<file path="config.mk">
export PLATFORM = sky130hd
export DESIGN_NAME = tx_ready_gen
export DESIGN_NICKNAME = d
export VERILOG_FILES = /design/src/rtl/tx_rdy_pkg.sv /design/src/rtl/txb_fifo.sv /design/src/rtl/txb_thr_regs.sv /design/src/rtl/txb_rdy_flag.sv /design/src/rtl/tx_ready_gen.sv
export SDC_FILE = /design/constraint.sdc
export NUM_CORES = 1
export LEC_CHECK = 0
export BUFFER_PORTS_ARGS = -buffer_cell sky130_fd_sc_hd__buf_2
export CAP_MARGIN = 20
export CORE_MARGIN = 2
export CORE_UTILIZATION = 56
export CTS_CLUSTER_SIZE = 25
export DETAILED_ROUTE_END_ITERATION = 8
export PLACE_DENSITY = 0.76
export SKIP_LAST_GASP = 1
export SYNTH_ARGS = -nofsm -noshare
export SYNTH_HDL_FRONTEND = slang
export SYNTH_SLANG_ARGS = --single-unit
export TNS_END_PERCENT = 20
</file>
<file path="constraint.sdc">
create_clock -name clk_i -period 2.8 [get_ports clk_i]
set_input_delay 0.56 -clock clk_i [delete_from_list [all_inputs] [get_ports clk_i]]
set_output_delay 0.56 -clock clk_i [all_outputs]
set_load 0.03 [all_outputs]
</file>
<file path="src/rtl/tx_rdy_pkg.sv">
package tx_rdy_pkg;
  localparam int unsigned BYTE_W  = 8;
  localparam int unsigned THR_W   = 5;
  localparam logic [THR_W-1:0] THR_RST = 5'h1F;

  typedef enum logic {
    SEL_ON  = 1'b0,
    SEL_OFF = 1'b1
  } thr_sel_e;
endpackage

</file>
<file path="src/rtl/txb_fifo.sv">
module txb_fifo #(
  parameter int unsigned DEPTH = 32,
  parameter int unsigned DW    = 8,
  localparam int unsigned AW   = $clog2(DEPTH),
  localparam int unsigned CW   = $clog2(DEPTH + 1)
) (
  input  logic          clk_i,
  input  logic          rst_ni,
  input  logic          wr_en_i,
  input  logic [DW-1:0] wr_data_i,
  input  logic          rd_en_i,
  output logic [DW-1:0] rd_data_o,
  output logic [CW-1:0] cnt_o
);
  localparam logic [CW-1:0] FULL_CNT = CW'(DEPTH);
  localparam logic [AW-1:0] LAST_IDX = AW'(DEPTH - 1);

  logic [DW-1:0] mem_q [DEPTH];
  logic [AW-1:0] wr_ptr_q, rd_ptr_q;
  logic [CW-1:0] cnt_q;
  logic          do_pop, do_push;

  assign do_pop  = rd_en_i && (cnt_q != '0);
  assign do_push = wr_en_i && ((cnt_q != FULL_CNT) || do_pop);

  always_ff @(posedge clk_i) begin
    if (do_push) mem_q[wr_ptr_q] <= wr_data_i;
  end

  always_ff @(posedge clk_i or negedge rst_ni) begin
    if (!rst_ni) begin
      wr_ptr_q <= '0;
      rd_ptr_q <= '0;
      cnt_q    <= '0;
    end else begin
      if (do_push) wr_ptr_q <= (wr_ptr_q == LAST_IDX) ? '0 : wr_ptr_q + 1'b1;
      if (do_pop)  rd_ptr_q <= (rd_ptr_q == LAST_IDX) ? '0 : rd_ptr_q + 1'b1;
      case ({do_push, do_pop})
        2'b10:   cnt_q <= cnt_q + 1'b1;
        2'b01:   cnt_q <= cnt_q - 1'b1;
        default: cnt_q <= cnt_q;
      endcase
    end
  end

  assign rd_data_o = mem_q[rd_ptr_q];
  assign cnt_o     = cnt_q;

  AST_NO_OVERFLOW: assert property (@(posedge clk_i) disable iff (!rst_ni)
    cnt_q <= FULL_CNT);
  AST_FULL_WRITE_DROPPED: assert property (@(posedge clk_i) disable iff (!rst_ni)
    (cnt_q == FULL_CNT && wr_en_i && !rd_en_i) |=> (cnt_q == FULL_CNT));
  AST_EMPTY_READ_DROPPED: assert property (@(posedge clk_i) disable iff (!rst_ni)
    (cnt_q == '0 && rd_en_i && !wr_en_i) |=> (cnt_q == '0));
  AST_BOTH_KEEP_COUNT: assert property (@(posedge clk_i) disable iff (!rst_ni)
    (cnt_q != '0 && wr_en_i && rd_en_i) |=> $stable(cnt_q));
endmodule

</file>
<file path="src/rtl/txb_thr_regs.sv">
module txb_thr_regs
  import tx_rdy_pkg::*;
#(
  parameter int unsigned RW = BYTE_W,
  parameter int unsigned TW = THR_W
) (
  input  logic          clk_i,
  input  logic          rst_ni,
  input  logic          we_i,
  input  logic          sel_i,
  input  logic [RW-1:0] wdata_i,
  output logic [RW-1:0] rdata_o,
  output logic [TW-1:0] on_thr_o,
  output logic [TW-1:0] off_thr_o
);
  logic [TW-1:0] thr_q [2];

  for (genvar g = 0; g < 2; g++) begin : g_thr
    always_ff @(posedge clk_i or negedge rst_ni) begin
      if (!rst_ni)                              thr_q[g] <= TW'(THR_RST);
      else if (we_i && (sel_i == 1'(g)))        thr_q[g] <= wdata_i[TW-1:0];
    end
  end

  assign on_thr_o  = thr_q[SEL_ON];
  assign off_thr_o = thr_q[SEL_OFF];
  assign rdata_o   = {{(RW-TW){1'b0}}, thr_q[sel_i]};

  AST_RSVD_ZERO: assert property (@(posedge clk_i) disable iff (!rst_ni)
    rdata_o[RW-1:TW] == '0);
  AST_WRITE_TAKES: assert property (@(posedge clk_i) disable iff (!rst_ni)
    (we_i && sel_i == SEL_OFF) |=> (off_thr_o == $past(wdata_i[TW-1:0])));
endmodule

</file>
<file path="src/rtl/txb_rdy_flag.sv">
module txb_rdy_flag
  import tx_rdy_pkg::*;
#(
  parameter int unsigned CW = 6,
  parameter int unsigned TW = THR_W
) (
  input  logic          clk_i,
  input  logic          rst_ni,
  input  logic [CW-1:0] cnt_i,
  input  logic [TW-1:0] on_thr_i,
  input  logic [TW-1:0] off_thr_i,
  output logic          rdy_o
);
  logic [CW-1:0] cnt_prev_q;
  logic [CW-1:0] on_ext, off_ext;
  logic          hyst, grew, shrank, rdy_q, rdy_d;

  assign on_ext  = CW'(on_thr_i);
  assign off_ext = CW'(off_thr_i);
  assign hyst    = off_thr_i < on_thr_i;
  assign grew    = cnt_i > cnt_prev_q;
  assign shrank  = cnt_i < cnt_prev_q;

  always_comb begin
    rdy_d = rdy_q;
    if (!hyst)                          rdy_d = (cnt_i <= on_ext);
    else if (grew && cnt_i > off_ext)   rdy_d = 1'b0;
    else if (shrank && cnt_i <= on_ext) rdy_d = 1'b1;
  end

  always_ff @(posedge clk_i or negedge rst_ni) begin
    if (!rst_ni) begin
      cnt_prev_q <= '0;
      rdy_q      <= 1'b1;
    end else begin
      cnt_prev_q <= cnt_i;
      rdy_q      <= rdy_d;
    end
  end

  assign rdy_o = rdy_q;

  AST_DROP_ON_FILL: assert property (@(posedge clk_i) disable iff (!rst_ni)
    (hyst && grew && cnt_i >= off_ext + 1'b1) |=> !rdy_o);
  AST_RISE_ON_DRAIN: assert property (@(posedge clk_i) disable iff (!rst_ni)
    (hyst && shrank && cnt_i <= on_ext) |=> rdy_o);
  AST_HOLD_STILL: assert property (@(posedge clk_i) disable iff (!rst_ni)
    (hyst && cnt_i == cnt_prev_q) |=> $stable(rdy_o));
  AST_COMPARE_MODE: assert property (@(posedge clk_i) disable iff (!rst_ni)
    (!hyst) |=> (rdy_o == $past(cnt_i <= on_ext)));
endmodule

</file>
<file path="src/rtl/tx_ready_gen.sv">
module tx_ready_gen
  import tx_rdy_pkg::*;
#(
  parameter int unsigned DEPTH = 32,
  localparam int unsigned CW   = $clog2(DEPTH + 1)
) (
  input  logic              clk_i,
  input  logic              rst_ni,
  input  logic              wr_en_i,
  input  logic [BYTE_W-1:0] wr_data_i,
  input  logic              rd_en_i,
  output logic [BYTE_W-1:0] rd_data_o,
  input  logic              reg_we_i,
  input  logic              reg_sel_i,
  input  logic [BYTE_W-1:0] reg_wdata_i,
  output logic [BYTE_W-1:0] reg_rdata_o,
  output logic              tx_rdy_o
);
  logic [CW-1:0]    cnt;
  logic [THR_W-1:0] on_thr, off_thr;

  txb_fifo #(.DEPTH(DEPTH), .DW(BYTE_W)) u_fifo (
    .clk_i, .rst_ni, .wr_en_i, .wr_data_i, .rd_en_i, .rd_data_o,
    .cnt_o(cnt)
  );

  txb_thr_regs #(.RW(BYTE_W), .TW(THR_W)) u_regs (
    .clk_i, .rst_ni,
    .we_i(reg_we_i), .sel_i(reg_sel_i), .wdata_i(reg_wdata_i),
    .rdata_o(reg_rdata_o), .on_thr_o(on_thr), .off_thr_o(off_thr)
  );

  txb_rdy_flag #(.CW(CW), .TW(THR_W)) u_flag (
    .clk_i, .rst_ni, .cnt_i(cnt), .on_thr_i(on_thr), .off_thr_i(off_thr),
    .rdy_o(tx_rdy_o)
  );

  AST_FLAG_LAGS_COUNT: assert property (@(posedge clk_i) disable iff (!rst_ni)
    $stable(cnt) && $stable(on_thr) && $stable(off_thr) |=> $stable(tx_rdy_o));
endmodule

</file>
### Yosys cells after proc, flatten, opt, wreduce, memory -nomap -nowiden

Memory sizes are Yosys's and may differ from the RTL's.
Index checks and enable logic that the tools add are counted.

* register bits: 33
* memory bits (writable): 256
* input port bits: 22
* output and inout bits: 17
* logic and storage cells: 46
* memories: 1

* add/sub/neg operators: 4
* magnitude comparators: 6
* eq/ne operators: 6
* mux-type cells: 11
* bitwise operators: 2
* reduce and logical (&&, ||, !) cells: 9

Memories
* u_fifo.mem_q: words 32, width 8, rd ports 1, clocked after memory_dff 0, write ports 1, line txb_fifo.sv:18 `logic [DW-1:0] mem_q [DEPTH];`

Operators by type and width (count)
* $mux 5: 5
* $pmux 6 s2: 1
* $add 5x1->5 const B: 2
* $eq 5x5->1 const B: 2
* $add 6x1->6 const B: 1
* $gt 6x5->1: 1
* $gt 6x6->1: 1
* $le 6x5->1: 1
* $logic_and 1x1->1: 6
* $lt 6x6->1: 1
* $ne 6x6->1 const B: 1
* $reduce_bool 6->1: 1
* $sub 6x1->6 const B: 1
* $lt 5x5->1: 1
* $mux 1: 5
* $ne 3x3->1 const B: 1
* $eq 2x1->1 const B: 1
* $eq 2x2->1 const B: 1
* $ge 2x2->1 const B: 1
* $not 1->2: 1
* $reduce_bool 2->1: 1
* $logic_or 1x1->1: 1
* $not 1->1: 1

### Longest topological paths before layout

Gate-level depths: netlist of the first run.

* depth in word-level cells: 6
* mapped depth: 10
* gate-level depth less buffers: 10

### By module

A second synthesis of the first run with hierarchy kept.

* cell total of the unflattened synthesis: 719
* area, all modules: 12234.2 um^2

Modules (own cells, without submodules)
* txb_fifo: instances 1, cells an instance 612, area an instance 11044.3 um^2, sequential area each 8087.8 um^2
* txb_rdy_flag: instances 1, cells an instance 75, area an instance 676.9 um^2, sequential area each 176.4 um^2
* txb_thr_regs: instances 1, cells an instance 32, area an instance 513.0 um^2, sequential area each 262.8 um^2

### Worst setup path before layout of the first run

Ideal clock, no wire load.

* kind: reg2reg
* start point: register u_fifo.cnt_q[0], in the netlist u_fifo.cnt_o[0]
* end point: register u_fifo.cnt_q[5], in the netlist u_fifo.cnt_o[5]
* setup time: 0.087 ns
* arrival time: 2.725 ns
* required time: 2.713 ns
* setup slack: -0.012 ns
* stages on the path, launching flop included: 10
* buffers on the path: 0
* period minus slack after synthesis: 2.812 ns
* path through: dfrtp_1 > or4_4 > o31ai_4 > nor2_2 > ha_1 > a211oi_1 > o21bai_1 > a21oi_1 > mux2_2 > o211ai_1

* word-level cells in the longest chain between the ends: 6
* elaborated cells on any way between the ends: 11
* classes of those cells: add/sub: 2; eq/ne: 3; mux: 1; reduce/logical: 5

Ends and longest elaborated chain
* start: declaration: line txb_fifo.sv:20 `logic [CW-1:0] cnt_q;`
* start signal: assignment: line txb_fifo.sv:39 `2'b10: cnt_q <= cnt_q + 1'b1;`
* start signal: assignment: line txb_fifo.sv:40 `2'b01: cnt_q <= cnt_q - 1'b1;`
* start signal: assignment: line txb_fifo.sv:41 `default: cnt_q <= cnt_q;`
* parallel branches: the longest is 6 deep, another holds $sub 6x1->6

Parallel ways; which one is timed is not known.
A chain may end at the register's enable or synchronous reset.

### Final worst setup path of the first run

* start point: register u_fifo.rd_ptr_q[0]
* end point: output rd_data_o[5]

* word-level cells in the longest chain between the ends: 1

Ends and longest elaborated chain
* start: declaration: line txb_fifo.sv:19 `logic [AW-1:0] wr_ptr_q, rd_ptr_q;`
* start signal: assignment: line txb_fifo.sv:37 `if (do_pop) rd_ptr_q <= (rd_ptr_q == LAST_IDX) ? '0 : rd_ptr_q + 1'b1;`
* $mem_v2 32x8
* end: declaration: line tx_ready_gen.sv:12 `output logic [BYTE_W-1:0] rd_data_o,`

No other way between the ends.

==> results of run 1 <==
[repair_timing]
item	CTS	global route
gates cloned	1	8
endpoints found under the setup margin	8	9
setup buffers	2	2
gates resized for setup	1	23
[sequential cells by signal (all words and copies together), names as in the netlist]
name and count:
u_fifo.rd_ptr_q 5, u_flag.rdy_o 1, u_regs.on_thr_o 5, u_regs.off_thr_o 5
u_fifo.mem_q 256, u_fifo.cnt_o 6, u_fifo.wr_ptr_q 5, u_flag.cnt_prev_q 6
[stage by stage]
step | area, um^2 | power, uW | setup slack, ps | util, % | std cells
2_1_floorplan | 12110 | 8197 | 40.79 | - | 625
3_3_place_gp | 12700 | 9256 | -24.81 | 60.21 | 924
3_5_place_dp | 12700 | 9453 | -33.76 | 60.21 | 924
4_1_cts | 13750 | 13500 | -624.0 | 65.22 | 983
5_1_grt | 13980 | 14350 | -699.2 | 66.29 | 992
6_report | 13980 | 13790 | -658.0 | 66.29 | 992
[synth_stat cells (5+ instances only)]
cell type and count:
dfstp_2 11, mux4_2 80, nor2_1 39, edfxtp_1 256
nand2_1 21, ha_1 31, a21oi_1 9, inv_1 22
nand3b_1 5, nand3_1 5, a21o_1 5, clkbuf_1 17
mux2_2 19, buf_6 5, dfrtp_1 22, o21ai_0 15
[kinds of logic (layout without fill, tap and decap cells)]
logic type,Yosys count,in the layout,share of synthesized area (%)
DFF,289,289,70.69
muxes,104,104,17.16
and+or+nand+nor,90,90,3.506
buffers and inverters,53,145,2.095
AOI/OAI and AO/OA,49,49,2.780
adders and majority gates,32,32,3.381
xor gates and xnor gates,5,5,0.3630
other,1,3,0.03109
[layer usage]
metal / track usage (%) / vias up
met1: 32.24 / 3271
met2: 36.91 / 263
li1: - / 2653
met5: 0 / -
met4: 4.439 / 0
met3: 3.273 / 34
[how the worst max path moves through the flow]
stage | start | endpoint | slack [ps] | cells past startpoint
2_1_floorplan | u_fifo.cnt_o[4]$_DFFE_PN0P_ | u_fifo.cnt_o[5]$_DFFE_PN0P_ | 40 | 9
5_1_grt | u_fifo.rd_ptr_q[0]$_DFFE_PN0N_ | rd_data_o[5] | -700 | 6
6_report | u_fifo.rd_ptr_q[0]$_DFFE_PN0N_ | rd_data_o[5] | -660 | 6
3_3_place_gp | u_fifo.rd_ptr_q[0]$_DFFE_PN0N_ | rd_data_o[3] | -20 | 5
4_1_cts | u_fifo.rd_ptr_q[0]$_DFFE_PN0N_ | rd_data_o[0] | -620 | 5
3_5_place_dp | u_fifo.rd_ptr_q[0]$_DFFE_PN0N_ | rd_data_o[4] | -30 | 5
[cell usage in the layout, fill, tap and decap left out, types with 5 or more instances in the layout]
master / n
a21o_1: 5
a21oi_1: 8
buf_12: 8
buf_2: 26
buf_4: 22
clkbuf_1: 6
clkbuf_16: 37
clkinv_2: 7
dfrtp_1: 20
dfstp_2: 11
edfxtp_1: 256
ha_1: 29
inv_1: 22
mux2_2: 15
mux4_2: 80
nand2_1: 21
nand3_1: 5
nand3b_1: 5
nor2_1: 39
o21ai_0: 15
[cell type report]
type                            count  area, um^2  share of cell area (%)
Multi-Input combinational cell    283        3344                   23.92
Inverter                           22       82.58                  0.5907
Tap cell                          275       344.1                   2.461
Clock buffer                       41       853.3                   6.104
Timing Repair Buffer               67       674.4                   4.824
Sequential cell                   289        8532                   61.03
Clock inverter                     15       148.9                   1.065
[critical path: stages (launching register included)]
cell       delay [ps]
dfrtp_4           470
buf_12            160
clkbuf_16         160
mux4_2            550
mux4_2            540
mux2_2            290
clkbuf_4          180
[where the power goes]
| part | total (uW) | switching, uW | internal [uW] |
|---|---|---|---|
| clock | 3990 | 1590 | 2400 |
| combinational | 4450 | 2310 | 2140 |
| sequential | 5360 | 271 | 5090 |
==> qor.yml, run 1 <==
outcome: "finished with violations"
violations: "setup timing"
topRoutingLayerUsed: "met4"
synth_edf_count: 256
clk_pin_slew_ps: 60
grt_pass1_wl_um: 37120
cts.sinks: 289
min_path_type: "in2async"
clock_skew_ps: 13.11
syn_area_per_cell_um2: 19.36
vias: 6221
grt_usage_pct: 22.26
drt_pass1_iterations: 5
core_area_um2: 21090
cts_buffer_depth: 3
path_class: "reg2out"
die_h_um: 150.8
h-tree-depth: 1
grt_pass1_vias: 6241
cp.arrival_ps: 2900
wl_met3_um: 1793
core.rowCount: 53
worst_hold_slack_ps: 86.65
fin_crit_ps: 3458
r2r_cells: 9
leakage_uw: 0.004823
hold_buffers: 0
synth_top_area_share_pct: 63.73
hold_viol: 0
synthArstFlopShare_pct: 11.42
timing.final.ws_setup_ps: -658.0
syn_inst: 623
max_slew_margin_pct: 36.17
crit_path_max_fanout: 5
route.met2.wl_um: 13130
clk_latency_ps: 540
drt-initial-drc-count: 509
fmax_mhz: 289.2
detail-route-antenna-nets: 0
clock_tree.root_cell: "clkbuf_16"
num_antenna_cells: 0
worstMarginPinSlew_ps: 953.9
reg2reg_from: "u_fifo.cnt_o[4]$_DFFE_PN0P_"
max_cap_viol_count: 0
power_density_nw_per_um2: 986.7
dieArea_um2: 22730
die_w_um: 150.8
pin_count: 39
synth_area_leader_cell: "edfxtp_1"
drive_above_1_share_pct: 32.91
min_period_over_period_pct: 123.5
drv_slew: 0
start_kind: "flip-flop"
cp-end-kind: "output port"
yosysWarnings: 0
rsz0062_at_grt: "true"
drt-total-wl_um: 25720
grt_antenna_before_repair: 0
grt-ovfl-total: 0
num-fill-cells: 1318
worstPathRequired_ps: 2240
gp_congestion: 0.7905
nets: 747
area_growth_pct: 15.89
initial_core_util_pct: 57.20
synthTopCellsByArea: "edfxtp_1 (64%), mux4_2 (15%), dfrtp_1 (4.6%)"
drc: 0
tns_ps: -4940
grt_max_degree: 37
wl_met1_um: 10410
setup_viol: 8
vias_per_cell: 6.271
cts_tree: "built"
cts_buffers: 30
hpwl_um: 14820
portBuffers: 32
r2r-end: "u_fifo.cnt_o[5]$_DFFE_PN0P_"
peakVddDrop_mv: 0.7766
ys_types: 51
r2r_slack_ps: 40
synth-seq-area-share_pct: 70.69
ys_seq_elements: 289
synth_area_um2: 12060
synth_flop_cell: "edfxtp_1"
detail_route.wl_per_cell_um: 25.92
No activity file was read; power rests on OpenSTA's default activity.
==> run 2: changes to the inputs <==
Settings changed: SYNTH_HIERARCHICAL set to 1.
==> qor.yml, run 2 <==
worstPathRequired_ps: 2240
hpwl_um: 15340
slowest_stage: "dfrtp_4"
ys_top_cells_by_count: "edfxtp_1 (256), mux2i_1 (83), nor2_1 (38), mux4_2 (32), ha_1 (31)"
path_class: "reg2out"
path_cells: "buf_4 > buf_16 > mux2i_1 > a22o_1 > nor3_2 > a31oi_2 > o221ai_2 > buf_4"
drt-total-wl_um: 25230
cts_buffer_depth: 3
detail-route-antenna-nets: 0
cp.arrival_ps: 2470
grt_pass1_vias: 6947
syn_inst: 719
syn_area_per_cell_um2: 17.02
core_area_um2: 21620
layout_commonest_cell: "edfxtp_1"
yosysWarnings: 6
power_density_nw_per_um2: 984.9
setup_viol: 9
cts.sinks: 289
clk_latency_ps: 540
r2r-end: "u_fifo/cnt_o[5]$_DFFE_PN0P_"
max_slew_margin_pct: 41.75
gp_congestion: 0.8472
hold_buffers: 0
die_h_um: 151.8
r2r_slack_ps: -30
clock_skew_ps: 8.362
fin_crit_ps: 3034
start_kind: "flip-flop"
slowest_delay_ps: 530
die_w_um: 151.8
peakVddDrop_mv: 0.5932
outcome: "finished with violations"
timing.final.ws_setup_ps: -234.3
leakage_uw: 0.005041
grt_max_degree: 34
min_period_over_period_pct: 108.4
h-tree-depth: 1
cp-end-kind: "output port"
synth_edf_count: 256
cts_buffers: 27
ys_seq_elements: 289
drc: 0
violations: "setup timing"
synth_area_um2: 12230
drt-initial-drc-count: 579
synth_flop_cell: "edfxtp_1"
num-fill-cells: 1430
synth_area_leader_cell: "edfxtp_1"
pin_count: 39
drive_above_1_share_pct: 26.75
initial_core_util_pct: 56.59
dieArea_um2: 23040
vias: 6625
vias_per_cell: 6.134
grt_pass1_wl_um: 39140
min_path_type: "in2async"
yosysMostFrequentCell: "edfxtp_1"
drv_slew: 0
fmax_mhz: 329.6
core.rowCount: 54
portBuffers: 32
rsz0062_at_grt: "true"
largest_reg_flops: 256
mostFrequentLayoutCells: "edfxtp_1 (256), mux2i_1 (75), nor2_1 (38)"
cts_tree: "built"
clk_pin_slew_ps: 60
num_antenna_cells: 0
detail_route.wl_per_cell_um: 23.36
ys_types: 61
largest_register: "u_fifo/mem_q"
worstMarginPinSlew_ps: 870.6
synthArstFlopShare_pct: 11.42
grt_usage_pct: 21.88
synthTopCellsByArea: "edfxtp_1 (63%), mux2i_1 (6.8%), mux4_2 (5.9%)"
synth-seq-area-share_pct: 69.70
hold_viol: 0
cp_common_cell: "buf_4"
reg2reg_from: "u_fifo/cnt_o[0]$_DFFE_PN0P_"
clock_tree.root_cell: "clkbuf_16"
crit_buf_inv: 3
synth_top_area_share_pct: 62.83
crit_path_max_fanout: 7
tns_ps: -1598
nets: 834
worst_hold_slack_ps: 95.75
area_growth_pct: 15.21
drt_pass1_iterations: 5
max_cap_viol_count: 0
r2r_cells: 9
critPathTopFamily: "compound AO/OA/AOI/OAI gates"
grt_antenna_before_repair: 0
grt-ovfl-total: 0
finalPower_uw: 13880
-- run 2: worst max path at each step --
stage                                   startpoint                     endpoint  slack [ps]  cells past startpoint
finish              u_fifo/rd_ptr_q[1]$_DFFE_PN0N_                 rd_data_o[1]        -230                      8
global route        u_fifo/rd_ptr_q[0]$_DFFE_PN0N_                 rd_data_o[4]        -300                      5
CTS                 u_fifo/rd_ptr_q[1]$_DFFE_PN0N_                 rd_data_o[2]        -200                      8
detailed placement     u_fifo/cnt_o[0]$_DFFE_PN0P_  u_fifo/cnt_o[5]$_DFFE_PN0P_         -50                      9
global placement       u_fifo/cnt_o[0]$_DFFE_PN0P_  u_fifo/cnt_o[5]$_DFFE_PN0P_          30                      9
floorplan              u_fifo/cnt_o[4]$_DFFE_PN0P_  u_fifo/cnt_o[5]$_DFFE_PN0P_          30                      9
-- run 2: area by class of cell --
type                            instances  area [um^2]  area share, %
Timing Repair Buffer                   65        608.1          4.314
Clock buffer                           30        686.9          4.873
Sequential cell                       289         8532          60.53
Multi-Input combinational cell        372         3674          26.06
Inverter                               25        93.84         0.6658
Tap cell                              280        350.3          2.486
Clock inverter                         19        150.1          1.065
-- run 2: power by group --
group	switching [uW]	internal [uW]
sequential	321	5090
clock	1530	1950
combinational	2720	2270
-- run 2: what timing repair did --
action                                  CTS  global route
buffers inserted                          4             0
cloned                                    4             0
endpoints found under the setup margin    9             9
pin swaps                                15             4
gates resized for setup                  57             4
-- run 2: metrics by stage --
step | area, um^2 | util (%) | cells | setup slack (ps)
finish | 14090 | 65.19 | 1080 | -234.3
global route | 14090 | 65.19 | 1080 | -302.9
CTS | 14080 | 65.13 | 1080 | -201.8
detailed placement | 12820 | 59.32 | 1023 | -52.64
global placement | 12820 | 59.32 | 1023 | 34.64
floorplan | 12240 | - | 721 | 27.27
-- run 2: kinds of logic after synthesis --
group / count (synthesis) / synth area share [%]
mux: 136 / 14.86
fa+ha+maj: 32 / 3.334
simple gates: 108 / 4.347
compound gates: 88 / 5.216
other cells: 1 / 0.03065
xor+xnor: 5 / 0.3579
flops: 289 / 69.70
buf+inv: 60 / 2.158
-- run 2: layer usage --
layer,share of wire [%],GRT usage [%]
met1,40,29.46
met2,49,36.64
met3,6.8,3.451
met4,3.6,7.966
met5,0,0
